[config.mk]
export PLATFORM = sky130hd
export DESIGN_NAME = fabric_spray_reseq
export DESIGN_NICKNAME = d
export VERILOG_FILES = /design/src/rtl/fsr_pkg.sv /design/src/rtl/fsr_ctrl.sv /design/src/rtl/fsr_datapath.sv /design/src/rtl/fabric_spray_reseq.sv
export SDC_FILE = /design/constraint.sdc
export NUM_CORES = 2
export LEC_CHECK = 0
export ABC_AREA = 1
export BUFFER_PORTS_ARGS = -buffer_cell sky130_fd_sc_hd__buf_2
export CORE_MARGIN = 5
export CORE_UTILIZATION = 45
export DETAILED_ROUTE_END_ITERATION = 10
export PLACE_DENSITY = 0.6
export SLEW_MARGIN = 10
export SYNTH_ARGS = -nofsm -noshare
export SYNTH_HDL_FRONTEND = slang
export SYNTH_SLANG_ARGS = --single-unit
[constraint.sdc]
create_clock -name clk -period 5.8 [get_ports clk]
set_input_delay 1.45 -clock clk [delete_from_list [all_inputs] [get_ports clk]]
set_output_delay 1.45 -clock clk [all_outputs]
set_load 0.01 [all_outputs]
[src/rtl/fsr_pkg.sv]
package fsr_pkg;
  typedef struct packed {
    logic txTake;
    logic rxStore;
    logic rxDrop;
    logic mcDeliver;
    logic relFire;
    logic skipFire;
  } fsr_strobe_t;
endpackage

[src/rtl/fsr_ctrl.sv]
module fsr_ctrl
  import fsr_pkg::*;
#(
  parameter int NUM_LINKS = 4,
  parameter int NUM_SRC   = 4,
  parameter int SEQ_W     = 8,
  parameter int WIN       = 16,
  parameter int ID_W      = 8,
  parameter int TMO_W     = 16,
  localparam int LINK_W   = $clog2(NUM_LINKS),
  localparam int SRC_W    = $clog2(NUM_SRC),
  localparam int WIN_W    = $clog2(WIN)
) (
  input  logic                            txValid,
  input  logic                            txMcast,
  input  logic [ID_W-1:0]                 txSrcId,
  input  logic [ID_W-1:0]                 txGrpId,
  input  logic [NUM_LINKS-1:0]            linkFree,
  input  logic                            rxValid,
  input  logic                            rxMcast,
  input  logic [SRC_W-1:0]                rxSrc,
  input  logic [SEQ_W-1:0]                rxSeq,
  input  logic [NUM_SRC-1:0][SEQ_W-1:0]   expSeq,
  input  logic [NUM_SRC-1:0][WIN-1:0]     slotVld,
  input  logic [NUM_SRC-1:0][TMO_W-1:0]   tmoCnt,
  input  logic [TMO_W-1:0]                tmoLimit,
  output logic                            txReady,
  output fsr_strobe_t                     st,
  output logic [LINK_W-1:0]               txLinkSel,
  output logic [SRC_W-1:0]                relSrc,
  output logic [SRC_W-1:0]                skipSrc,
  output logic [NUM_SRC-1:0]              headVld
);
  localparam logic [SEQ_W-1:0] WIN_V = SEQ_W'(WIN);
  localparam int FOLDS = ID_W / LINK_W;

  logic [LINK_W-1:0] uniLink;
  logic [LINK_W-1:0] mcLink;
  logic [ID_W-1:0]   hashKey;
  logic [SEQ_W-1:0]  rxDist;
  logic              inWin;
  logic              slotFree;
  logic              storeOk;
  logic              relAny;
  logic              skipAny;
  logic [NUM_SRC-1:0] skipCand;

  // lowest-numbered free link wins
  always_comb begin
    uniLink = '0;
    for (int i = NUM_LINKS - 1; i >= 0; i--)
      if (linkFree[i]) uniLink = LINK_W'(i);
  end

  // flow pinning: rotate group by half, mix with source, fold to link width
  always_comb begin
    hashKey = txSrcId ^ {txGrpId[ID_W/2-1:0], txGrpId[ID_W-1:ID_W/2]};
    mcLink  = '0;
    for (int i = 0; i < FOLDS; i++)
      mcLink = mcLink ^ hashKey[i*LINK_W +: LINK_W];
  end

  assign txReady   = txValid && (txMcast ? linkFree[mcLink] : (|linkFree));
  assign txLinkSel = txMcast ? mcLink : uniLink;

  // receive window classification, modular distance
  assign rxDist   = rxSeq - expSeq[rxSrc];
  assign inWin    = rxDist < WIN_V;
  assign slotFree = !slotVld[rxSrc][rxSeq[WIN_W-1:0]];
  assign storeOk  = rxValid && !rxMcast && inWin && slotFree;

  genvar gs;
  generate
    for (gs = 0; gs < NUM_SRC; gs++) begin : g_src
      assign headVld[gs]  = slotVld[gs][expSeq[gs][WIN_W-1:0]];
      assign skipCand[gs] = !headVld[gs] && (|slotVld[gs]) &&
                            (tmoCnt[gs] >= tmoLimit) &&
                            !(storeOk && rxSrc == SRC_W'(gs));
    end
  endgenerate

  always_comb begin
    relSrc  = '0;
    relAny  = 1'b0;
    skipSrc = '0;
    skipAny = 1'b0;
    for (int s = NUM_SRC - 1; s >= 0; s--) begin
      if (headVld[s]) begin
        relSrc = SRC_W'(s);
        relAny = 1'b1;
      end
      if (skipCand[s]) begin
        skipSrc = SRC_W'(s);
        skipAny = 1'b1;
      end
    end
  end

  always_comb begin
    st.txTake    = txReady;
    st.rxStore   = storeOk;
    st.rxDrop    = rxValid && !rxMcast && !(inWin && slotFree);
    st.mcDeliver = rxValid && rxMcast;
    st.relFire   = relAny && !(rxValid && rxMcast);
    st.skipFire  = skipAny;
  end
endmodule

[src/rtl/fsr_datapath.sv]
module fsr_datapath
  import fsr_pkg::*;
#(
  parameter int NUM_LINKS = 4,
  parameter int NUM_DEST  = 4,
  parameter int NUM_SRC   = 4,
  parameter int SEQ_W     = 8,
  parameter int WIN       = 16,
  parameter int TAG_W     = 8,
  parameter int TMO_W     = 16,
  parameter int LOSS_W    = 16,
  localparam int LINK_W   = $clog2(NUM_LINKS),
  localparam int DEST_W   = $clog2(NUM_DEST),
  localparam int SRC_W    = $clog2(NUM_SRC),
  localparam int WIN_W    = $clog2(WIN)
) (
  input  logic                            clk,
  input  logic                            rst,
  input  fsr_strobe_t                     st,
  input  logic [LINK_W-1:0]               txLinkSel,
  input  logic [SRC_W-1:0]                relSrc,
  input  logic [SRC_W-1:0]                skipSrc,
  input  logic [NUM_SRC-1:0]              headVld,
  input  logic                            txMcast,
  input  logic [DEST_W-1:0]               txDest,
  input  logic [SRC_W-1:0]                rxSrc,
  input  logic [SEQ_W-1:0]                rxSeq,
  input  logic [TAG_W-1:0]                rxTag,
  output logic                            txOutValid,
  output logic [LINK_W-1:0]               txOutLink,
  output logic [SEQ_W-1:0]                txOutSeq,
  output logic                            txOutMcast,
  output logic [DEST_W-1:0]               txOutDest,
  output logic [NUM_SRC-1:0][SEQ_W-1:0]   expSeq,
  output logic [NUM_SRC-1:0][WIN-1:0]     slotVld,
  output logic [NUM_SRC-1:0][TMO_W-1:0]   tmoCnt,
  output logic                            dlvValid,
  output logic                            dlvMcast,
  output logic [SRC_W-1:0]                dlvSrc,
  output logic [SEQ_W-1:0]                dlvSeq,
  output logic [TAG_W-1:0]                dlvTag,
  output logic                            rxErr,
  output logic [LOSS_W-1:0]               lossCount
);
  logic [NUM_DEST-1:0][SEQ_W-1:0]        seqCnt;
  logic [NUM_SRC-1:0][WIN-1:0][TAG_W-1:0] slotTag;
  logic [WIN_W-1:0] rxIdx;
  logic [WIN_W-1:0] relIdx;

  assign rxIdx  = rxSeq[WIN_W-1:0];
  assign relIdx = expSeq[relSrc][WIN_W-1:0];

  // transmit assignment and per-destination counters
  always_ff @(posedge clk) begin
    if (rst) begin
      seqCnt     <= '0;
      txOutValid <= 1'b0;
      txOutLink  <= '0;
      txOutSeq   <= '0;
      txOutMcast <= 1'b0;
      txOutDest  <= '0;
    end else begin
      txOutValid <= st.txTake;
      if (st.txTake) begin
        txOutLink  <= txLinkSel;
        txOutMcast <= txMcast;
        txOutDest  <= txDest;
        txOutSeq   <= txMcast ? '0 : seqCnt[txDest];
        if (!txMcast) seqCnt[txDest] <= seqCnt[txDest] + SEQ_W'(1);
      end
    end
  end

  // reorder rings, expectation, timeout and delivery
  always_ff @(posedge clk) begin
    if (rst) begin
      slotVld   <= '0;
      slotTag   <= '0;
      expSeq    <= '0;
      tmoCnt    <= '0;
      lossCount <= '0;
      rxErr     <= 1'b0;
      dlvValid  <= 1'b0;
      dlvMcast  <= 1'b0;
      dlvSrc    <= '0;
      dlvSeq    <= '0;
      dlvTag    <= '0;
    end else begin
      rxErr    <= st.rxDrop;
      dlvValid <= st.mcDeliver || st.relFire;
      if (st.rxStore) begin
        slotVld[rxSrc][rxIdx] <= 1'b1;
        slotTag[rxSrc][rxIdx] <= rxTag;
      end
      if (st.mcDeliver) begin
        dlvMcast <= 1'b1;
        dlvSrc   <= rxSrc;
        dlvSeq   <= rxSeq;
        dlvTag   <= rxTag;
      end else if (st.relFire) begin
        dlvMcast <= 1'b0;
        dlvSrc   <= relSrc;
        dlvSeq   <= expSeq[relSrc];
        dlvTag   <= slotTag[relSrc][relIdx];
        slotVld[relSrc][relIdx] <= 1'b0;
        expSeq[relSrc] <= expSeq[relSrc] + SEQ_W'(1);
      end
      if (st.skipFire) begin
        expSeq[skipSrc] <= expSeq[skipSrc] + SEQ_W'(1);
        lossCount       <= lossCount + LOSS_W'(1);
      end
      for (int s = 0; s < NUM_SRC; s++) begin
        if (headVld[s] || !(|slotVld[s]) ||
            (st.rxStore && rxSrc == SRC_W'(s)) ||
            (st.skipFire && skipSrc == SRC_W'(s)))
          tmoCnt[s] <= '0;
        else if (tmoCnt[s] != '1)
          tmoCnt[s] <= tmoCnt[s] + TMO_W'(1);
      end
    end
  end
endmodule

[src/rtl/fabric_spray_reseq.sv]
module fabric_spray_reseq
  import fsr_pkg::*;
#(
  parameter int NUM_LINKS = 4,
  parameter int NUM_DEST  = 4,
  parameter int NUM_SRC   = 4,
  parameter int SEQ_W     = 8,
  parameter int WIN       = 16,
  parameter int ID_W      = 8,
  parameter int TAG_W     = 8,
  parameter int TMO_W     = 16,
  parameter int LOSS_W    = 16,
  localparam int LINK_W   = $clog2(NUM_LINKS),
  localparam int DEST_W   = $clog2(NUM_DEST),
  localparam int SRC_W    = $clog2(NUM_SRC)
) (
  input  logic                 clk,
  input  logic                 rst,
  input  logic                 txValid,
  input  logic                 txMcast,
  input  logic [DEST_W-1:0]    txDest,
  input  logic [ID_W-1:0]      txSrcId,
  input  logic [ID_W-1:0]      txGrpId,
  input  logic [NUM_LINKS-1:0] linkFree,
  output logic                 txReady,
  output logic                 txOutValid,
  output logic [LINK_W-1:0]    txOutLink,
  output logic [SEQ_W-1:0]     txOutSeq,
  output logic                 txOutMcast,
  output logic [DEST_W-1:0]    txOutDest,
  input  logic                 rxValid,
  input  logic                 rxMcast,
  input  logic [SRC_W-1:0]     rxSrc,
  input  logic [SEQ_W-1:0]     rxSeq,
  input  logic [TAG_W-1:0]     rxTag,
  input  logic [TMO_W-1:0]     tmoLimit,
  output logic                 dlvValid,
  output logic                 dlvMcast,
  output logic [SRC_W-1:0]     dlvSrc,
  output logic [SEQ_W-1:0]     dlvSeq,
  output logic [TAG_W-1:0]     dlvTag,
  output logic                 rxErr,
  output logic [LOSS_W-1:0]    lossCount
);
  fsr_strobe_t                 st;
  logic [LINK_W-1:0]           txLinkSel;
  logic [SRC_W-1:0]            relSrc;
  logic [SRC_W-1:0]            skipSrc;
  logic [NUM_SRC-1:0]          headVld;
  logic [NUM_SRC-1:0][SEQ_W-1:0] expSeq;
  logic [NUM_SRC-1:0][WIN-1:0]   slotVld;
  logic [NUM_SRC-1:0][TMO_W-1:0] tmoCnt;

  fsr_ctrl #(
    .NUM_LINKS(NUM_LINKS), .NUM_SRC(NUM_SRC), .SEQ_W(SEQ_W),
    .WIN(WIN), .ID_W(ID_W), .TMO_W(TMO_W)
  ) ctrl_i (
    .txValid(txValid), .txMcast(txMcast), .txSrcId(txSrcId),
    .txGrpId(txGrpId), .linkFree(linkFree), .rxValid(rxValid),
    .rxMcast(rxMcast), .rxSrc(rxSrc), .rxSeq(rxSeq), .expSeq(expSeq),
    .slotVld(slotVld), .tmoCnt(tmoCnt), .tmoLimit(tmoLimit),
    .txReady(txReady), .st(st), .txLinkSel(txLinkSel), .relSrc(relSrc),
    .skipSrc(skipSrc), .headVld(headVld)
  );

  fsr_datapath #(
    .NUM_LINKS(NUM_LINKS), .NUM_DEST(NUM_DEST), .NUM_SRC(NUM_SRC),
    .SEQ_W(SEQ_W), .WIN(WIN), .TAG_W(TAG_W), .TMO_W(TMO_W), .LOSS_W(LOSS_W)
  ) dp_i (
    .clk(clk), .rst(rst), .st(st), .txLinkSel(txLinkSel), .relSrc(relSrc),
    .skipSrc(skipSrc), .headVld(headVld), .txMcast(txMcast), .txDest(txDest),
    .rxSrc(rxSrc), .rxSeq(rxSeq), .rxTag(rxTag), .txOutValid(txOutValid),
    .txOutLink(txOutLink), .txOutSeq(txOutSeq), .txOutMcast(txOutMcast),
    .txOutDest(txOutDest), .expSeq(expSeq), .slotVld(slotVld), .tmoCnt(tmoCnt),
    .dlvValid(dlvValid), .dlvMcast(dlvMcast), .dlvSrc(dlvSrc), .dlvSeq(dlvSeq),
    .dlvTag(dlvTag), .rxErr(rxErr), .lossCount(lossCount)
  );
endmodule

Word-level counts from Yosys, hierarchy flattened
Index checks and enable logic that the tools add are counted.
Cells by class
  $add $sub $neg: 9
  muxes and demuxes: 87
  equality and inequality tests: 10
  magnitude comparators: 22
  reductions and logical operators: 76
  shifts and indexed selects: 0
  div/mod/pow operators: 0
  $mul: 0
  bitwise gates (word level): 8
Operators by type and width (number)
  bitwise mux 512 bit: 1
  binary-select mux 128 bit (select 2 bit): 1
  demux 128 bit (select 2 bit): 1
  two-way mux 128 bit: 2
  two-way mux 64 bit: 4
  two-way mux 32 bit: 4
  two-way mux 8 bit: 14
  bitwise mux 32 bit: 3
  adder 16 x 1 -> 16 bit (second input constant): 5
  AND 64 bit: 1
  binary-select mux 8 bit (select 2 bit): 4
  demux 16 bit (select 2 bit): 2
  greater-or-equal comparator 16 bit: 4
  != test 16 bit (second input constant): 4
  NOT 64 bit: 1
  OR 64 bit: 1
  OR reduction 16 bit: 4
  demux 8 bit (select 2 bit): 3
  two-way mux 16 bit: 3
  logical AND 1 bit: 34
  binary-select mux 16 bit (select 2 bit): 1
  binary-select mux 8 bit (select 4 bit): 1
  demux 8 bit (select 4 bit): 1
  less-than comparator 4 x 5 -> 1 bit (second input constant): 6
  23 further kinds: 107
Word-level totals
  memories: 0
  bits in latches: 0
  bits in writable memories: 0
  output and inout port bits: 52
  register bits after elaboration: 755
  input port bits: 62
  word-level logic and storage cells: 304
  memory bits (read-only): 0

Longest topological paths before layout
  depth after elaboration: 19
  depth in mapped cells: 33
  depth with buffers taken out: 31

By module
A second synthesis with hierarchy kept.
Unflattened totals
  cells, all modules: 5912
  area total of the unflattened synthesis: 38496.9 µm²
Modules (own cells, without submodules)
  fsr_datapath: sequential area each 15114.5 µm², cells each 5213, instances 1, area each 34568.2 µm²
  fsr_ctrl: sequential area each 0.0 µm², cells each 699, instances 1, area each 3928.8 µm²

Least setup slack after synthesis
OpenSTA, ideal clock, no wires.
  path type: input -> register
  start point: in rxSrc[0]
  end point: reg dp_i.expSeq[12] in the netlist's numbering
  buffers on the path: 3
  data required time: 5.671 ns
  setup time: 0.129 ns
  arrival: 4.986 ns
  setup slack: 0.684 ns
  cell stages on the path: 29
  cell sequence: buf_2 > buf_6 > nand2_1 > inv_2 > a22o_1 > a221oi_1 > ha_1 > a21oi_1 > inv_1 > a21oi_1 > nor2_1 > nor2_1 > nand3_1 > nand2_1 > nand3_2 > nor2_4 > nand3_2 > nand2_4 > nand2_4 > buf_4 > nand3_1 > nand4_4 > inv_1 > ha_1 > inv_1 > nor2_2 > nand2_1 > xor2_1 > a21oi_1
Between the ends
  word-level cells in the longest chain between the ends: 19
  elaborated cells on any way between the ends: 45
  classes of those cells: 2 x add/sub; 3 x order compare; 3 x eq/ne; 20 x mux; 17 x reduce/logical
Ends and longest elaborated chain
  from (decl): RTL line fabric_spray_reseq.sv:33  | input logic [SRC_W-1:0] rxSrc,
  parallel branches: the longest is 18 deep, another holds subtractor 8 bit
  two-way mux 32 bit (*): RTL line fsr_datapath.sv:108  | if (st.skipFire) begin
  to (signal, indexed assignment): RTL line fsr_datapath.sv:106  | expSeq[relSrc] <= expSeq[relSrc] + SEQ_W'(1);
  to (signal, indexed assignment): RTL line fsr_datapath.sv:109  | expSeq[skipSrc] <= expSeq[skipSrc] + SEQ_W'(1);
  to (decl): RTL line fsr_datapath.sv:34  | output logic [NUM_SRC-1:0][SEQ_W-1:0] expSeq,
Mark *: on every way between the ends. The select of a mux whose other input is x is not followed.
A chain may end at the register's enable or synchronous reset.

Worst setup path in the final report
  start point: reg dp_i.expSeq[17] in the netlist's numbering
  end point: reg dp_i.dlvTag[3]
Between the ends
  word-level cells in the longest chain between the ends: 11
  elaborated cells on any way between the ends: 18
  classes of those cells: 16 x mux; 2 x reduce/logical
Ends and longest elaborated chain
  binary-select mux 1 bit (select 4 bit): RTL line fsr_ctrl.sv:75  | assign headVld[gs] = slotVld[gs][expSeq[gs][WIN_W-1:0]];
  two-way mux 1 bit (not written as such): RTL line fsr_ctrl.sv:75
  two-way mux 2 bit (3 in a row): RTL line fsr_ctrl.sv:88  | if (headVld[s]) begin
  binary-select mux 128 bit (select 2 bit) or binary-select mux 8 bit (select 2 bit) (tied branches): RTL line fsr_datapath.sv:104, fsr_datapath.sv:51
  two-way mux 128 bit (not written as such) or two-way mux 8 bit (tied branches): RTL line fsr_datapath.sv:104, fsr_datapath.sv:51
  binary-select mux 8 bit (select 4 bit): RTL line fsr_datapath.sv:104  | dlvTag <= slotTag[relSrc][relIdx];
  two-way mux 8 bit (not written as such): RTL line fsr_datapath.sv:104
  two-way mux 8 bit: RTL line fsr_datapath.sv:100  | end else if (st.relFire) begin
  two-way mux 8 bit: RTL line fsr_datapath.sv:95  | if (st.mcDeliver) begin
  to (signal assigned): RTL line fsr_datapath.sv:99  | dlvTag <= rxTag;
  to (signal assigned): RTL line fsr_datapath.sv:104
  to (decl): RTL line fsr_datapath.sv:41  | output logic [TAG_W-1:0] dlvTag,
Several ways; a longest one is shown, not always the timed one. The select of a mux whose other input is x is not followed.

==> results_dict.tcl <==
set metrics [dict create \
    syn-cell-area_um2 36500 \
    rsz0062_at_grt "no" \
    clk_pin_slew_ns 0.06 \
    num_rows 104 \
    fin_setup_tns_ns 0 \
    firstDrtPassIters 8 \
    route.detailed.drc 0 \
    vias 34400 \
    area_growth_pct 11.7 \
    setup.worst_path.start "dp_i.expSeq[17]" \
    slew_headroom_pct 36.8 \
    drive_above_1_share_pct 7.78 \
    viasPerCell 5.53 \
    grt_pass1_vias 31800 \
    cts_inserted_buffers 85 \
    synth_cell_types 56 \
    fin_cells 6216 \
    syn-mean-instance-area_um2 7.11 \
    cellLeakagePower_nw 14.8 \
    drv_slew 0 \
    grt_pass1_wl_um 192000 \
    drtAntennaViolNets 0 \
    final-hold-violation-count 0 \
    hold_class "flip-flop to flip-flop" \
    drt_iter0_drc 3172 \
    fin_crit_sh_pct 88.3 \
    grt_overflow_total 0 \
    synth_edf_count 0 \
    core-area_um2 80400 \
    critPathKind "flip-flop to flip-flop" \
    setup-violations-final 0 \
    cts_post_setup_buffers_inserted 0 \
    clockBufferDepth 3 \
    cts_root_buf "clkbuf_16" \
    async_flop_share_pct 0 \
    cts_resized 0 \
    dieWidth_um 295 \
    antenna_found_initial 3 \
    h-tree-depth 3 \
    p_per_area_nw_per_um2 300 \
    die_area_um2 86900 \
    io_buffers 113 \
    design.portCount 114 \
    status "complete, no violations" \
    gp_routability_congestion 0.975 \
    tightest_slew_ns 0.947 \
    wl_per_cell_um 20.1 \
    track_usage_pct 27.9 \
    cap_violations 0 \
    synth_fp_nets 5276 \
    critical_path_required_ns 6.40 \
    cts_hold_repair.buffers 0 \
    cp-end-kind "flip-flop" \
    cts_tree "yes" \
    ir_drop_uv 248 \
    setup_ws_ns 0.678 \
    place_worst_setup_slack_ns 0.154 \
    place_inst 6063 \
    wirelength_um 125000 \
    worstPathArrival_ns 5.72 \
    insertion_delay_ns 0.69 \
    cp-start-kind "flip-flop" \
    fillCellCount 8168 \
    ys.flop_type "dfxtp_1" \
    numClockSinks 755 \
    dp.final_hpwl_um 82600 \
    ys_warn_count 0 \
    die_h_um 295 \
    crit-reg2reg-launch "dp_i.expSeq[17]" \
    min_from "dp_i.slotTag[163]" \
    netlist_instances 5133 \
    fin_skew_ns 0.0602 \
    crit_fanout 13 \
    ys_ff_latch 755 \
    start_util_pct 45.4 \
    nNetsFinal 5233 \
    min_period_ns 5.12 \
    max_freq_mhz 195 \
    grt_max_degree 155 \
    synth_seq_area_share_pct 41.4 \
]
-- worst paths after layout --
| kind | slack, ns | cells past startpoint | end |
|---|---|---|---|
| setup reg to reg | 0.68 | 20 | dp_i.dlvTag[3] |
| setup / recovery | 0.68 | 20 | dp_i.dlvTag[3] |
| hold / removal | 0.44 | 2 | dp_i.slotTag[163] |
| hold reg to reg | 0.44 | 2 | dp_i.slotTag[163] |
-- sequential cells by signal (all words and copies together) (netlist names), 8 cells and up --
signal	flops
dp_i.slotVld	64
dp_i.txOutSeq	8
dp_i.dlvTag	8
dp_i.slotTag	512
dp_i.expSeq	32
dp_i.lossCount	16
dp_i.dlvSeq	8
dp_i.tmoCnt	64
dp_i.seqCnt	32
-- stage by stage --
| step | total power, mW | instance area (um2) | util [%] | hold slack (ns) |
|---|---|---|---|---|
| after floorplan | 6.14 | 36500 | - | 0.424 |
| final | 12.2 | 40700 | 50.7 | 0.444 |
| after CTS | 12.3 | 40700 | 50.7 | 0.445 |
| after detailed placement | 6.72 | 37800 | 47.1 | 0.436 |
| after global routing | 12.6 | 40700 | 50.7 | 0.457 |
| after global placement | 6.73 | 37800 | 47.1 | 0.432 |
-- synth_stat cells, types with 4 or more instances --
library cell  number  area (um2)
a211oi_1           6        45.0
a21oi_1          795        3980
a221oi_1          77         674
a22o_1             5        43.8
a22oi_1           16         120
a31oi_1           19         119
and3_1             4        25.0
buf_1             15        56.3
buf_2             36         180
buf_6              4        45.0
clkbuf_1         260         976
clkinv_1           5        18.8
dfxtp_1          755       15100
ha_1              81        1010
inv_1            807        3030
inv_2             12        45.0
nand2_1          623        2340
nand2_2            7        43.8
nand2_4            6        67.6
nand3_1          143         716
nand3_2           10         100
nand4_1           26         163
nor2_1           308        1160
nor2_2            14        87.6
nor2_4             5        56.3
nor3_1            65         325
nor4_1            17         106
o2111ai_1          5        43.8
o211ai_1          61         458
o21ai_0          685        3430
o21ai_1           15        75.1
o221ai_1          33         289
o22ai_1          120         751
o31ai_1            9        67.6
or2_2              5        31.3
xnor2_1           20         175
xor2_1            31         272
-- layout make-up --
type / count / area (um2) / area share, %
multi-input cells: 3234 / 17000 / 41.8
clock inverters: 28 / 382 / 0.937
well taps: 1060 / 1330 / 3.26
clock buffers: 123 / 2510 / 6.16
inverters: 826 / 3110 / 7.64
repair buffers: 188 / 1260 / 3.08
diodes: 2 / 5.00 / 0.0123
flip-flops and latches: 755 / 15100 / 37.1
-- power by group --
group | internal [mW] | switching (mW) | total [mW] | leakage, nW
Sequential | 5.22 | 0.0245 | 5.25 | 6.08
Combinational | 0.348 | 1.06 | 1.40 | 7.28
Clock | 3.22 | 2.35 | 5.57 | 1.43
Total | 8.79 | 3.43 | 12.2 | 14.8
-- layout by cell type, fill, tap and decap left out, drive strengths merged, types with 77 or more instances in the layout --
| cell type | n |
|---|---|
| inv | 824 |
| o22ai | 120 |
| nand3 | 153 |
| clkbuf | 123 |
| dfxtp | 755 |
| nand2 | 636 |
| a21oi | 795 |
| buf | 188 |
| o21ai | 701 |
| nor2 | 328 |
| ha | 81 |
| a221oi | 77 |
-- critical path, cell delays in order (launching register included) --
cell and delay [ns]:
dfxtp_1 0.68, inv_1 0.29, a21oi_1 0.20, o21ai_0 0.11, nand3_1 0.11, nand3_1 0.07
nand2_1 0.22, a21oi_1 0.14, o21ai_1 0.62, nand2_4 0.35, nor2_1 0.21, nor3_2 0.08
inv_1 0.49, buf_4 0.39, buf_4 0.24, o21ai_0 0.11, o21ai_0 0.37, nand2_1 0.09
nand2_1 0.06, o21ai_0 0.09, a21oi_1 0.16
-- routing by layer --
layer | vias to the layer above | part of all wire, % | track usage [%]
li1 | 17100 | - | -
met1 | 15900 | 45 | 39.0
met2 | 1114 | 45 | 44.2
met3 | 258 | 6.5 | 4.20
met4 | 2 | 3.5 | 9.30
met5 | - | 0.010 | 0
-- kinds of logic (layout without fill, tap and decap cells) --
| logic type | Yosys count | in the layout | synth area share, % |
|---|---|---|---|
| AND/OR/NAND/NOR | 1244 | 1244 | 14.6 |
| other | 0 | 2 | 0 |
| XOR/XNOR | 51 | 51 | 1.22 |
| flip-flops | 755 | 755 | 41.4 |
| AO/OA/AOI/OAI | 1858 | 1858 | 27.9 |
| buffers and inverters | 1144 | 1165 | 12.0 |
| adder cells (fa/ha/maj) | 81 | 81 | 2.78 |
No activity file was read; power rests on OpenSTA's default activity.
